**src/rtl/i2c_tgt_pkg.sv**
```systemverilog
package i2c_tgt_pkg;
  localparam int BYTE_W = 8;
  typedef logic [BYTE_W-1:0] byte_t;

  typedef enum logic [2:0] {
    ST_IDLE,
    ST_ADDR,
    ST_CMD,
    ST_WDATA,
    ST_RDATA,
    ST_WAIT
  } tgt_state_e;
endpackage

```
**src/rtl/i2c_line_sync.sv**
```systemverilog
module i2c_line_sync #(
  parameter int   STAGES  = 2,
  parameter logic RST_VAL = 1'b1
) (
  input  logic clk,
  input  logic rst_n,
  input  logic d,
  output logic q,
  output logic rise,
  output logic fall
);
  logic [STAGES-1:0] chain_q, chain_d;
  logic              last_q;

  always_comb begin
    chain_d = {chain_q[STAGES-2:0], d};
  end

  always_ff @(posedge clk or negedge rst_n) begin
    if (!rst_n) begin
      chain_q <= {STAGES{RST_VAL}};
      last_q  <= RST_VAL;
    end else begin
      chain_q <= chain_d;
      last_q  <= chain_q[STAGES-1];
    end
  end

  assign q    = chain_q[STAGES-1];
  assign rise = q & ~last_q;
  assign fall = ~q & last_q;
endmodule

```
**src/rtl/i2c_cond_detect.sv**
```systemverilog
module i2c_cond_detect (
  input  logic clk,
  input  logic rst_n,
  input  logic scl_q,
  input  logic scl_rise,
  input  logic scl_fall,
  input  logic sda_rise,
  input  logic sda_fall,
  output logic start_ev,
  output logic stop_ev
);
  logic armed_q, armed_d;
  logic scl_held;

  assign scl_held = scl_q & ~scl_rise;
  assign start_ev = scl_held & sda_fall;
  assign stop_ev  = scl_held & sda_rise & armed_q;

  // A STOP counts only after an SCL pulse has followed the last START.
  always_comb begin
    armed_d = armed_q;
    if (start_ev)      armed_d = 1'b0;
    else if (scl_fall) armed_d = 1'b1;
  end

  always_ff @(posedge clk or negedge rst_n) begin
    if (!rst_n) armed_q <= 1'b1;
    else        armed_q <= armed_d;
  end
endmodule

```
**src/rtl/i2c_tgt_engine.sv**
```systemverilog
module i2c_tgt_engine
  import i2c_tgt_pkg::*;
#(
  parameter logic [3:0] DEV_ID = 4'b1010
) (
  input  logic       clk,
  input  logic       rst_n,
  input  logic       scl_rise,
  input  logic       scl_fall,
  input  logic       sda_q,
  input  logic       start_ev,
  input  logic       stop_ev,
  input  logic [1:0] strap,
  input  logic       busy,
  input  logic       addr_bad,
  input  byte_t      rd_data,
  output logic       sda_oe,
  output byte_t      reg_addr,
  output logic       wr_en,
  output byte_t      wr_data,
  output logic       rd_en,
  output logic       idle
);
  localparam int               CNT_W   = $clog2(BYTE_W + 1);
  localparam logic [CNT_W-1:0] LAST    = CNT_W'(BYTE_W);
  localparam logic [CNT_W-1:0] LAST_M1 = CNT_W'(BYTE_W - 1);

  tgt_state_e       state_q, state_d;
  logic [CNT_W-1:0] cnt_q, cnt_d;
  logic             ninth_q, ninth_d;
  byte_t            shift_q, shift_d;
  byte_t            tx_q, tx_d;
  byte_t            addr_q, addr_d;
  byte_t            wdat_q, wdat_d;
  logic             oe_q, oe_d;
  logic             mack_q, mack_d;
  logic             wr_q, wr_d;
  logic             rd_q, rd_d;
  logic             active;
  logic             own;

  assign active = (state_q == ST_ADDR) || (state_q == ST_CMD) ||
                  (state_q == ST_WDATA) || (state_q == ST_RDATA);
  assign own    = (shift_q[7:4] == DEV_ID) && (shift_q[3:2] == strap);

  always_comb begin
    state_d = state_q;
    cnt_d   = cnt_q;
    ninth_d = ninth_q;
    shift_d = shift_q;
    tx_d    = tx_q;
    addr_d  = addr_q;
    wdat_d  = wdat_q;
    oe_d    = oe_q;
    mack_d  = mack_q;
    wr_d    = 1'b0;
    rd_d    = 1'b0;
    if (start_ev) begin
      state_d = ST_ADDR;
      cnt_d   = '0;
      ninth_d = 1'b0;
      oe_d    = 1'b0;
    end else if (stop_ev) begin
      state_d = ST_IDLE;
      cnt_d   = '0;
      ninth_d = 1'b0;
      oe_d    = 1'b0;
    end else if (active) begin
      if (scl_rise) begin
        if (!ninth_q) begin
          if (cnt_q != LAST) begin
            shift_d = {shift_q[BYTE_W-2:0], sda_q};
            cnt_d   = cnt_q + 1'b1;
            if (state_q == ST_CMD && cnt_q == LAST_M1)
              addr_d = {shift_q[BYTE_W-2:0], sda_q};
          end
        end else if (state_q == ST_RDATA) begin
          mack_d = ~sda_q;
          if (!sda_q) addr_d = addr_q + 1'b1;
        end
      end else if (scl_fall) begin
        if (ninth_q) begin
          // end of the acknowledge clock
          ninth_d = 1'b0;
          cnt_d   = '0;
          oe_d    = 1'b0;
          unique case (state_q)
            ST_ADDR: begin
              if (shift_q[0]) begin
                state_d = ST_RDATA;
                tx_d    = rd_data;
                oe_d    = ~rd_data[BYTE_W-1];
                rd_d    = 1'b1;
              end else begin
                state_d = ST_CMD;
              end
            end
            ST_CMD:   state_d = ST_WDATA;
            ST_WDATA: addr_d  = addr_q + 1'b1;
            ST_RDATA: begin
              if (mack_q) begin
                tx_d = rd_data;
                oe_d = ~rd_data[BYTE_W-1];
                rd_d = 1'b1;
              end else begin
                state_d = ST_WAIT;
              end
            end
            default: state_d = ST_WAIT;
          endcase
        end else if (cnt_q == LAST) begin
          // start of the acknowledge clock
          ninth_d = 1'b1;
          unique case (state_q)
            ST_ADDR: begin
              if (own && !busy) begin
                oe_d = 1'b1;
              end else begin
                state_d = ST_WAIT;
                ninth_d = 1'b0;
              end
            end
            ST_CMD: begin
              if (addr_bad) begin
                state_d = ST_WAIT;
                ninth_d = 1'b0;
              end else begin
                oe_d = 1'b1;
              end
            end
            ST_WDATA: begin
              oe_d   = 1'b1;
              wr_d   = 1'b1;
              wdat_d = shift_q;
            end
            ST_RDATA: oe_d = 1'b0;
            default:  state_d = ST_WAIT;
          endcase
        end else if (state_q == ST_RDATA && cnt_q != '0) begin
          oe_d = ~tx_q[BYTE_W-2];
          tx_d = {tx_q[BYTE_W-2:0], 1'b0};
        end
      end
    end
  end

  always_ff @(posedge clk or negedge rst_n) begin
    if (!rst_n) begin
      state_q <= ST_IDLE;
      cnt_q   <= '0;
      ninth_q <= 1'b0;
      shift_q <= '0;
      tx_q    <= '0;
      addr_q  <= '0;
      wdat_q  <= '0;
      oe_q    <= 1'b0;
      mack_q  <= 1'b0;
      wr_q    <= 1'b0;
      rd_q    <= 1'b0;
    end else begin
      state_q <= state_d;
      cnt_q   <= cnt_d;
      ninth_q <= ninth_d;
      shift_q <= shift_d;
      tx_q    <= tx_d;
      addr_q  <= addr_d;
      wdat_q  <= wdat_d;
      oe_q    <= oe_d;
      mack_q  <= mack_d;
      wr_q    <= wr_d;
      rd_q    <= rd_d;
    end
  end

  assign sda_oe   = oe_q;
  assign reg_addr = addr_q;
  assign wr_en    = wr_q;
  assign wr_data  = wdat_q;
  assign rd_en    = rd_q;
  assign idle     = (state_q == ST_IDLE);
endmodule

```
**src/rtl/i2c_busy_target.sv**
```systemverilog
module i2c_busy_target
  import i2c_tgt_pkg::*;
#(
  parameter int         SYNC_STAGES = 2,
  parameter logic [3:0] DEV_ID      = 4'b1010
) (
  input  logic       clk,
  input  logic       rst_n,
  input  logic       scl_i,
  input  logic       sda_i,
  output logic       sda_oe,
  input  logic [1:0] strap_i,
  input  logic       busy_i,
  output logic [7:0] reg_addr,
  input  logic       reg_illegal_i,
  output logic       reg_wr_en,
  output logic [7:0] reg_wr_data,
  output logic       reg_rd_en,
  input  logic [7:0] reg_rd_data
);
  localparam int N_LINES = 2;

  logic [1:0]         rst_pipe_q;
  logic               rst_int_n;
  logic [N_LINES-1:0] line_raw, line_q, line_rise, line_fall;
  logic               start_ev, stop_ev;
  logic               eng_idle;

  // asynchronous assertion, synchronous release
  always_ff @(posedge clk or negedge rst_n) begin
    if (!rst_n) rst_pipe_q <= 2'b00;
    else        rst_pipe_q <= {rst_pipe_q[0], 1'b1};
  end
  assign rst_int_n = rst_pipe_q[1];

  assign line_raw = {sda_i, scl_i};

  for (genvar g = 0; g < N_LINES; g++) begin : g_line
    i2c_line_sync #(.STAGES(SYNC_STAGES), .RST_VAL(1'b1)) u_sync (
      .clk  (clk),
      .rst_n(rst_int_n),
      .d    (line_raw[g]),
      .q    (line_q[g]),
      .rise (line_rise[g]),
      .fall (line_fall[g])
    );
  end

  i2c_cond_detect u_cond (
    .clk     (clk),
    .rst_n   (rst_int_n),
    .scl_q   (line_q[0]),
    .scl_rise(line_rise[0]),
    .scl_fall(line_fall[0]),
    .sda_rise(line_rise[1]),
    .sda_fall(line_fall[1]),
    .start_ev(start_ev),
    .stop_ev (stop_ev)
  );

  i2c_tgt_engine #(.DEV_ID(DEV_ID)) u_eng (
    .clk     (clk),
    .rst_n   (rst_int_n),
    .scl_rise(line_rise[0]),
    .scl_fall(line_fall[0]),
    .sda_q   (line_q[1]),
    .start_ev(start_ev),
    .stop_ev (stop_ev),
    .strap   (strap_i),
    .busy    (busy_i),
    .addr_bad(reg_illegal_i),
    .rd_data (reg_rd_data),
    .sda_oe  (sda_oe),
    .reg_addr(reg_addr),
    .wr_en   (reg_wr_en),
    .wr_data (reg_wr_data),
    .rd_en   (reg_rd_en),
    .idle    (eng_idle)
  );
endmodule

```
**config.mk**
```make
export PLATFORM = sky130hd
export DESIGN_NAME = i2c_busy_target
export DESIGN_NICKNAME = d
export VERILOG_FILES = /design/src/rtl/i2c_tgt_pkg.sv /design/src/rtl/i2c_line_sync.sv /design/src/rtl/i2c_cond_detect.sv /design/src/rtl/i2c_tgt_engine.sv /design/src/rtl/i2c_busy_target.sv
export SDC_FILE = /design/constraint.sdc
export NUM_CORES = 1
export LEC_CHECK = 0
export BUFFER_PORTS_ARGS = -buffer_cell sky130_fd_sc_hd__buf_4
export CORE_ASPECT_RATIO = 1.2
export CORE_MARGIN = 5
export CORE_UTILIZATION = 36
export DETAILED_ROUTE_END_ITERATION = 10
export GPL_ROUTABILITY_DRIVEN = 0
export PLACE_DENSITY = 0.54
export RECOVER_POWER = 25
export SLEW_MARGIN = 20
export SYNTH_ARGS = -nofsm -noshare
export SYNTH_HDL_FRONTEND = slang
export SYNTH_SLANG_ARGS = --single-unit
```
**constraint.sdc**
```tcl
create_clock -name clk -period 1.8 [get_ports clk]
set_clock_uncertainty 0.1 [all_clocks]
set_input_delay 0.18 -clock clk [delete_from_list [all_inputs] [get_ports clk]]
set_output_delay 0.18 -clock clk [all_outputs]
set_load 0.01 [all_outputs]
```
== After elaboration in Yosys (flattened, before gate mapping) ==
Index checks and enable logic that the tools add are counted.
Storage, ports and cells
  input port bits: 16
  register bits: 52
Cells by class
  bitwise gates (word level): 18
  muxes and demuxes: 79
  reduce and logical (&&, ||, !) cells: 32
  equal/unequal tests: 26
  add/subtract/negate cells: 2
Operator list (count)
  8-bit 2-to-1 mux: 9
  1-bit 2-to-1 mux: 39
  7-bit 2-to-1 mux: 5
  3-bit 2-to-1 mux: 11
  4-bit 2-to-1 mux: 8
  10-bit AND reduction: 2
  3-bit != test (second input constant): 6
  4-bit != test (second input constant): 4
  4-bit nonzero test: 4
  7-bit one-hot mux with 2 select lines: 1
  2-bit nonzero test: 7
  6-bit by 5-bit != test with 1-bit output (second input constant): 2
  3-bit one-hot mux with 4 select lines: 1
  6-bit AND reduction: 2
  5-bit by 4-bit != test with 1-bit output (second input constant): 2
  1-bit NOT: 10
  3-bit one-hot mux with 3 select lines: 1
  9-bit AND reduction: 1
  8-bit by 1-bit adder with 8-bit output (second input constant): 1
  1-bit bitwise AND: 8
  4-bit == test (second input constant): 2
  8-bit by 3-bit != test with 1-bit output (second input constant): 1
  8-bit AND reduction: 1
  7-bit AND reduction: 1
  19 further kinds: 28

== Logic depth before layout (Yosys ltp) ==
Gate-level depths: netlist (run 1).
  word-level depth: 12
  mapped depth: 8

== Hierarchy ==
Synthesis (run 1) repeated with hierarchy kept, for this count alone.
Second synthesis, totals
  cells, all modules: 253
  area total of the unflattened synthesis: 2642.5 um2
Modules (own cells, without submodules)
  i2c_tgt_engine: area an instance 2347.3 um2, instances 1, cells each 235
  i2c_line_sync: area an instance 93.8 um2, instances 2, cells each 5
  i2c_busy_target: area an instance 53.8 um2, instances 1, cells each 3
  i2c_cond_detect: area an instance 53.8 um2, instances 1, cells each 5

== Least setup slack after synthesis (run 1) ==
No wires, ideal clock.
  kind: register to register
  start: register g_line[0].u_sync.last_q
  end: register u_eng.state_q[0]
  data arrival time: 1.963 ns
  cell stages (with the launch flop): 8
  setup slack: -0.391 ns
  required time: 1.572 ns
  buffers on the path: 1
  period minus slack after synthesis: 2.191 ns
  cell sequence: dfstp_2 -> inv_1 -> ha_1 -> buf_2 -> or4b_4 -> nor2_2 -> a221oi_2 -> mux2_1
Between the ends
  longest elaborated chain between the ends: 8
  elaborated cells on any way between the ends: 20
Ends and longest elaborated chain
  start, declared: RTL line i2c_line_sync.sv:13  | logic last_q;
  start signal, assigned: RTL line i2c_line_sync.sv:25  | last_q <= chain_q[STAGES-1];
  1-bit NOT: RTL line i2c_line_sync.sv:30  | assign rise = q & ~last_q;
  1-bit bitwise AND: RTL line i2c_line_sync.sv:30
  1-bit NOT (no line)
  1-bit bitwise AND: RTL line i2c_cond_detect.sv:15  | assign scl_held = scl_q & ~scl_rise;
  1-bit bitwise AND (2 in a row): RTL line i2c_cond_detect.sv:17  | assign stop_ev = scl_held & sda_rise & armed_q;
  5-bit != test (no line) (tied with other cells)
  9-bit AND reduction (no line) / 3-bit 2-to-1 mux (equally long branches)
  end signal, assigned: RTL line i2c_tgt_engine.sv:161  | state_q <= state_d;
  end, declared: RTL line i2c_tgt_engine.sv:28  | tgt_state_e state_q, state_d;
Several ways; a longest one is shown, not always the timed one.
A chain may end at the register's enable or synchronous reset.

== Worst setup path in the final report (run 1) ==
Ends and elaborated chain as after synthesis.

==> qor.yml, run 1 <==
clock_network:
  tritoncts: "done"
  cts_buffer_depth: 2
  cts-htree-levels: 2
  cts-buffers-inserted: 5
  clk_pin_slew_worst_paths_ns: 0.11
  cts-root-buf: "sky130_fd_sc_hd__clkbuf_8"
  clk_latency_ns: 0.32
  tritoncts_num_sinks: 52
global_routing:
  grt_max_degree: 51
  first_global_vias: 2495
  grt_first_pass_wirelength_mm: 12.2
  grt_antenna_before_repair: 0
  globalRouteTotalUtil: 0.153
  grt-ovfl-total: 0
finish:
  final_common_cell: "sky130_fd_sc_hd__buf_4"
  drive_above_1_share: 0.496
  layout_common_cells: "sky130_fd_sc_hd__buf_4 (86), sky130_fd_sc_hd__dfrtp_1 (42), sky130_fd_sc_hd__nand2_1 (23), sky130_fd_sc_hd__nor2_1 (12)"
  antenna-diode-count: 0
  postLayoutCoreUtil: 0.524
  area_delta_synth_final_pct: 42.6
  instances_no_fill: 459
  final_nets: 388
  final_design_area_no_fill_um2: 4020
detailed_routing:
  wl_mm: 7.28
  post_drt_wl_per_cell_um: 15.9
  vias_per_std_cell: 5.25
  drt_iter0_drc: 90
  drtAntennaViolNets: 0
  overall_via_count_from_detail_route: 2408
  drt_drc_violations_left: 0
  drt_pre_antenna_iters: 4
worst_setup_path:
  crit_path_cell_trace: "inv_2 > ha_4 > or4b_4 > nor2_4 > a221oi_4 > mux2_4"
  critPathBufInv: 1
  rrSetupSlack_ns: -0.25
  crit_required_ns: 1.91
  cp-start-kind: "flop"
  max_stage_delay_ns: 0.57
  critical_path_cell_count: 6
  worstReg2RegEnd: "u_eng.state_q[0]"
  critPathTopFamily: "simple AND/OR/NAND/NOR gates"
  crit_fanout: 6
  worst_setup_path_type: "reg -> reg"
  regToRegStartpoint: "g_line[0].u_sync.last_q"
  crit_path_top_delay_cell: "sky130_fd_sc_hd__dfstp_2"
  timing.critical_path.to_type: "flop"
  worst_ep_arrival_time_ns: 2.16
  ff2ff_path_depth: 6
logic_synthesis:
  syn-instance-count: 271
  synthXorXnorAreaFrac: 0.00622
  synth_area_per_inst_um2: 10.4
  synth_compound_gate_area_share: 0.147
  dominant_combinational_cell_family_by_area_after_synthesis: "simple AND/OR/NAND/NOR gates"
  syn_nets: 293
  postSynth.topFlopCell: "sky130_fd_sc_hd__dfrtp_1"
  ys_top_cells_by_area: "sky130_fd_sc_hd__dfrtp_1 (40%), sky130_fd_sc_hd__mux2_2 (7.2%), sky130_fd_sc_hd__dfstp_2 (6.5%), sky130_fd_sc_hd__nand2_1 (3.9%), sky130_fd_sc_hd__mux2i_1 (2.8%)"
  synth-simple-area-share: 0.205
  synth.lib_cells_used.distinct: 59
  yosys.area_share.adder: 0.0267
  synth.area.mux_share: 0.108
  synth_seq_area_share: 0.465
  post_synth_instance_area_um2: 2820
  netlist.top_cell.by_area: "sky130_fd_sc_hd__dfrtp_1"
  async_set_or_reset_register_ratio_after_synthesis: 1.00
  ys_warn_count: 0
  number_of_enable_type_register_cells_in_the_synthesized_netlist: 0
  ys_ff_latch: 52
  synth_top_cell_area_share: 0.400
sta:
  final-setup-viol-count: 37
  clock.fmax_mhz: 488
  period_minus_slack_ns: 2.05
  setup_slack_ns: -0.250
  slew_headroom: 0.161
  final_max_slew_viol_count: 0
  grt_setup_unrepaired: "true"
  layout_worst_path_cycle_share: 1.14
  hold_vio_cnt_final: 0
  max_slew.worst_pin.slew_ns: 1.26
die:
  die_ar_um2: 9700
  number_of_primary_i_o_pins: 35
  die-width_um: 90.7
  rows: 35
  core_um2: 7660
  start_util: 0.367
  die-height_um: 107
placed_design:
  dp_worst_slack_ns: -0.305
  placedCellCount: 440
  postPlaceCellArea_um2: 3610
  io_buffer_count: 34
  detailed_place_hpwl_mm: 5.13
min_path:
  hp-class: "in -> reg"
  timing.hold.worst_endpoint: "u_eng.tx_q[1]"
  hold-path-cell-count: 3
  timing.hold.worst.start: "reg_rd_data[1]"
power_and_ir_drop:
  worst_case_vdd_ir_drop_mv: 0.460
  power-per-cell-area_nw_per_um2: 861
  static-leakage-power_nw: 1.84
outcome:
  run_status: "finished, violations left"
  failed_checks: "setup timing"
job:
  max_cap_violations: 0
[timing repair]
action | in CTS | in global routing
gates cloned | 1 | 0
pin swaps | 14 | 8
resized for setup | 37 | 22
setup buffers | 4 | 3
hold buffers | 4 | 0
setup endpoints to repair | 41 | 41
endpoints found under the hold margin | 5 | 0
[registers in the layout, summed over array words and instances (netlist names), 2 cells and up]
name and flops:
u_eng.reg_addr 8, u_eng.shift_q 8, u_eng.wr_data 8, u_eng.tx_q 7, g_line.u_sync.chain_q 4, u_eng.cnt_q 4, u_eng.state_q 3, g_line.u_sync.last_q 2
rst_pipe_q 2
[routing by layer]
layer	wire length (um)	global-route usage
met2	3760	0.269
met4	100	0.0415
met3	300	0.0316
met5	0	0
met1	3120	0.188
[tightest hold or removal path: stages]
cell and delay (ns):
sky130_fd_sc_hd__buf_4 0.08, sky130_fd_sc_hd__mux2i_1 0.05, sky130_fd_sc_hd__o21ai_1 0.11
[worst max-delay path by stage]
stage	to	startpoint	slack (ns)
3_5_place_dp	u_eng.state_q[0]	u_eng.shift_q[4]	-0.31
5_1_grt	u_eng.state_q[0]	u_eng.state_q[0]	-0.32
3_3_place_gp	u_eng.state_q[0]	u_eng.shift_q[4]	-0.29
2_1_floorplan	u_eng.reg_addr[1]	g_line[0].u_sync.chain_q[1]	-0.30
6_report	u_eng.state_q[0]	g_line[0].u_sync.last_q	-0.25
4_1_cts	u_eng.state_q[0]	u_eng.shift_q[4]	-0.23
[final cells by class]
| type | instances | area (um^2) |
|---|---|---|
| fillers | 691 | 3650 |
| inverters | 12 | 45.0 |
| repair buffers | 101 | 808 |
| clock buffers | 5 | 68.8 |
| well taps | 92 | 115 |
| flip-flops and latches | 52 | 1310 |
| multi-input cells | 194 | 1640 |
| clock inverters | 3 | 27.5 |
[per-stage QoR]
stage | hold WS, ns | power, W | TNS (ns)
floorplan | -0.216 | 0.00210 | -6.36
global placement | -0.137 | 0.00256 | -4.13
detailed placement | -0.137 | 0.00258 | -4.84
CTS | 0.0290 | 0.00340 | -2.98
global route | 0.0441 | 0.00368 | -7.80
finish | 0.0355 | 0.00346 | -3.78
[cell families (layout without fill, tap and decap cells)]
| kind of cell | Yosys count | count (layout) |
|---|---|---|
| AND/OR/NAND/NOR | 100 | 100 |
| buffers and inverters | 25 | 121 |
| multiplexers | 28 | 28 |
| adder cells (fa/ha/maj) | 6 | 6 |
| XOR/XNOR | 2 | 2 |
| other | 1 | 1 |
| flip-flops | 52 | 52 |
| AO/OA/AOI/OAI | 57 | 57 |
[cells in the mapped netlist, types with 2 or more instances]
cell type                  count
sky130_fd_sc_hd__mux2i_1       8
sky130_fd_sc_hd__dfstp_2       7
sky130_fd_sc_hd__ha_1          6
sky130_fd_sc_hd__a32oi_1       2
sky130_fd_sc_hd__a41oi_1       6
sky130_fd_sc_hd__o21ai_0      12
sky130_fd_sc_hd__inv_1        12
sky130_fd_sc_hd__a32o_1        3
sky130_fd_sc_hd__and3_1        3
sky130_fd_sc_hd__dfrtp_1      45
sky130_fd_sc_hd__mux2_2       18
sky130_fd_sc_hd__o211ai_1      3
sky130_fd_sc_hd__nor2_1       14
sky130_fd_sc_hd__and3b_1       3
sky130_fd_sc_hd__nor4b_1       2
sky130_fd_sc_hd__mux2_1        2
sky130_fd_sc_hd__a21o_1        2
sky130_fd_sc_hd__nor3_1        6
sky130_fd_sc_hd__clkbuf_1      2
sky130_fd_sc_hd__o22ai_1       3
sky130_fd_sc_hd__nor3b_1       2
sky130_fd_sc_hd__nand2_1      29
sky130_fd_sc_hd__o21ai_2       2
sky130_fd_sc_hd__o31a_1        2
sky130_fd_sc_hd__buf_2         8
sky130_fd_sc_hd__a21oi_1       8
sky130_fd_sc_hd__and2_1        3
sky130_fd_sc_hd__nand3b_1      4
sky130_fd_sc_hd__buf_4         2
sky130_fd_sc_hd__nor2b_1       7
sky130_fd_sc_hd__nand4_1       8
sky130_fd_sc_hd__o21ai_1       3
sky130_fd_sc_hd__xnor2_1       2
sky130_fd_sc_hd__nand3_1       7
[where the power goes]
group / total, W / leakage (nW) / switching [W] / internal (W)
Clock: 0.000740 / 0.0463 / 0.000453 / 0.000287
Sequential: 0.00155 / 0.638 / 0.000159 / 0.00139
Combinational: 0.00117 / 1.15 / 0.000516 / 0.000651
(Power assumes the default switching activity.)
==> run 2: changes to the inputs <==
--- a/config.mk
+++ b/config.mk
@@ -13,6 +13,7 @@
 export GPL_ROUTABILITY_DRIVEN = 0
 export PLACE_DENSITY = 0.54
 export RECOVER_POWER = 25
+export SKIP_LAST_GASP = 1
 export SLEW_MARGIN = 20
 export SYNTH_ARGS = -nofsm -noshare
 export SYNTH_HDL_FRONTEND = slang
==> run 2 against run 1 <==
  * The run still ends with setup timing left
  * Highest routed layer unchanged
  * Sequential cell count did not move
  * Clock power rose by 0.5%
  * Critical endpoint unchanged
  * Final cell count is 0.44% higher
  * Routed wire length about the same
  * Clock-buffer cell count is the same
  * Largest cell class unchanged
  * Die area stayed put
  * Combinational power barely moved
  * Via count increased by 0.42%
  * Sequential power about the same
  * Final area increased by 0.69%
  * Largest power group unchanged
  * Total power down 0.13%
==> qor.yml, run 2 (synthesis gave the netlist of run 1 again) <==
worst_setup_path:
  timing.critical_path.to_type: "flop"
  worst_ep_arrival_time_ns: 2.13  # -0.03 ns
  worst_setup_path_type: "reg -> reg"
  crit_required_ns: 1.91  # about the same
  crit_fanout: 7  # +1
  cp-start-kind: "flop"
clock_network:
  cts_buffer_depth: 2  # unchanged
  cts-buffers-inserted: 5  # unchanged
  clk_pin_slew_worst_paths_ns: 0.11  # about the same
  cts-htree-levels: 2  # unchanged
  tritoncts: "done"
  tritoncts_num_sinks: 52  # unchanged
  cts-root-buf: "sky130_fd_sc_hd__clkbuf_8"
  clk_latency_ns: 0.32  # about the same
detailed_routing:
  wl_mm: 7.28  # about the same
  drtAntennaViolNets: 0  # unchanged
  drt_drc_violations_left: 0  # unchanged
  overall_via_count_from_detail_route: 2418  # +0.42%
  vias_per_std_cell: 5.25  # about the same
  post_drt_wl_per_cell_um: 15.8  # -0.45%
  drt_pre_antenna_iters: 4  # unchanged
  drt_iter0_drc: 91  # +1.1%
sta:
  grt_setup_unrepaired: "true"
  hold_vio_cnt_final: 0  # unchanged
  period_minus_slack_ns: 2.02  # -0.0266 ns
  final_max_slew_viol_count: 0  # unchanged
  max_slew.worst_pin.slew_ns: 1.26  # +0.00624 ns
  layout_worst_path_cycle_share: 1.12  # -0.0148
  clock.fmax_mhz: 494  # +1.3%
  slew_headroom: 0.157  # -0.00416
  final-setup-viol-count: 38  # +2.7%
  setup_slack_ns: -0.223  # +0.0266 ns
  setup_tns_ns: -3.92  # -0.143 ns
die:
  core_um2: 7660  # unchanged
  number_of_primary_i_o_pins: 35  # unchanged
  rows: 35  # unchanged
  die-width_um: 90.7  # unchanged
  die-height_um: 107  # unchanged
  die_ar_um2: 9700  # unchanged
  start_util: 0.367  # unchanged
global_routing:
  grt-ovfl-total: 0  # unchanged
  globalRouteTotalUtil: 0.153  # about the same
  grt_antenna_before_repair: 0  # unchanged
  globalRouteMet2Util: 0.270  # +0.00104
  grt_use_met1: 0.187  # -0.00178
  use_met3: 0.0316  # unchanged
  grt.busiest_layer: "met2"
  grt_max_degree: 51  # unchanged
  grt_first_pass_wirelength_mm: 12.3  # +0.23%
  first_global_vias: 2515  # +0.80%
outcome:
  failed_checks: "setup timing"
  run_status: "finished, violations left"
power_and_ir_drop:
  static-leakage-power_nw: 1.86  # +1.1%
  power-per-cell-area_nw_per_um2: 854  # -0.81%
  worst_case_vdd_ir_drop_mv: 0.460  # +0.10%
finish:
  final_common_cell: "sky130_fd_sc_hd__buf_4"
  final_nets: 390  # +0.52%
  antenna-diode-count: 0  # unchanged
  area_delta_synth_final_pct: 43.6
  fill_cells: 688  # -0.43%
  layout_common_cells: "sky130_fd_sc_hd__buf_4 (85), sky130_fd_sc_hd__dfrtp_1 (42), sky130_fd_sc_hd__nand2_1 (23), sky130_fd_sc_hd__nor2_1 (12)"
  drive_above_1_share: 0.496  # about the same
placed_design:
  io_buffer_count: 34  # unchanged
  dp_worst_slack_ns: -0.305  # unchanged
  detailed_place_hpwl_mm: 5.13  # unchanged
job:
  max_cap_violations: 0  # unchanged
min_path:
  hp-class: "in -> reg"
[run 2: metrics by stage]
step | util | cell area (um^2) | std cells | hold WS, ns | total power, W
after floorplan | - | 2880 | 271 | -0.216 | 0.00210
after global placement | 0.472 | 3610 | 440 | -0.137 | 0.00256
after detailed placement | 0.472 | 3610 | 440 | -0.137 | 0.00258
after CTS | 0.508 | 3890 | 456 | 0.0290 | 0.00338
after global routing | 0.528 | 4040 | 461 | 0.0441 | 0.00367
final | 0.528 | 4040 | 461 | 0.0337 | 0.00345
[run 2: final cells by class]
type                       instances  area, um^2  area share
inverter                          12        45.0      0.0111
sequential                        52        1310       0.325
tap                               92         115      0.0285
multi-input combinational        194        1640       0.405
timing repair buffer             103         835       0.206
clock inverter                     3        27.5     0.00681
clock buffer                       5        68.8      0.0170
[run 2: worst max-delay path: stages (launching register included)]
cell,delay (ns)
sky130_fd_sc_hd__dfrtp_2,0.48
sky130_fd_sc_hd__buf_4,0.17
sky130_fd_sc_hd__nor4b_1,0.34
sky130_fd_sc_hd__nor4_2,0.07
sky130_fd_sc_hd__o31a_1,0.13
sky130_fd_sc_hd__a221oi_2,0.28
sky130_fd_sc_hd__mux2_1,0.35
[run 2: final timing paths]
path | cells past startpoint | slack (ns) | end | from
max | 6 | -0.22 | u_eng.state_q[0] | u_eng.state_q[0]
min | 3 | 0.03 | u_eng.tx_q[1] | reg_rd_data[1]
max reg2reg | 6 | -0.22 | u_eng.state_q[0] | u_eng.state_q[0]
min reg2reg | 0 | 0.26 | g_line[1].u_sync.chain_q[1] | g_line[1].u_sync.chain_q[0]
max in group asynchronous | 1 | 0.24 | u_eng.state_q[0] | rst_pipe_q[1]
min in group asynchronous | 2 | 0.08 | rst_pipe_q[1] | rst_n
[run 2: timing repair]
| action | 4_1_cts | 5_1_grt |
|---|---|---|
| hold buffers | 4 | 0 |
| hold endpoints to repair | 5 | 0 |
| cloned | 1 | 0 |
| setup endpoints to repair | 41 | 41 |
| pin swaps | 14 | 15 |
| resized for setup | 30 | 32 |
| setup buffers | 4 | 6 |
[run 2: power breakdown]
part	switching, W	total, W	internal [W]
registers	0.000159	0.00155	0.00139
clock network	0.000457	0.000744	0.000287
logic	0.000517	0.00116	0.000642
[run 2: per-layer routing]
| metal | share of wire | vias up |
|---|---|---|
| met1 | 0.43 | 1186 |
| li1 | - | 1182 |
| met2 | 0.52 | 40 |
| met3 | 0.035 | 10 |
| met5 | 0 | - |
| met4 | 0.016 | 0 |
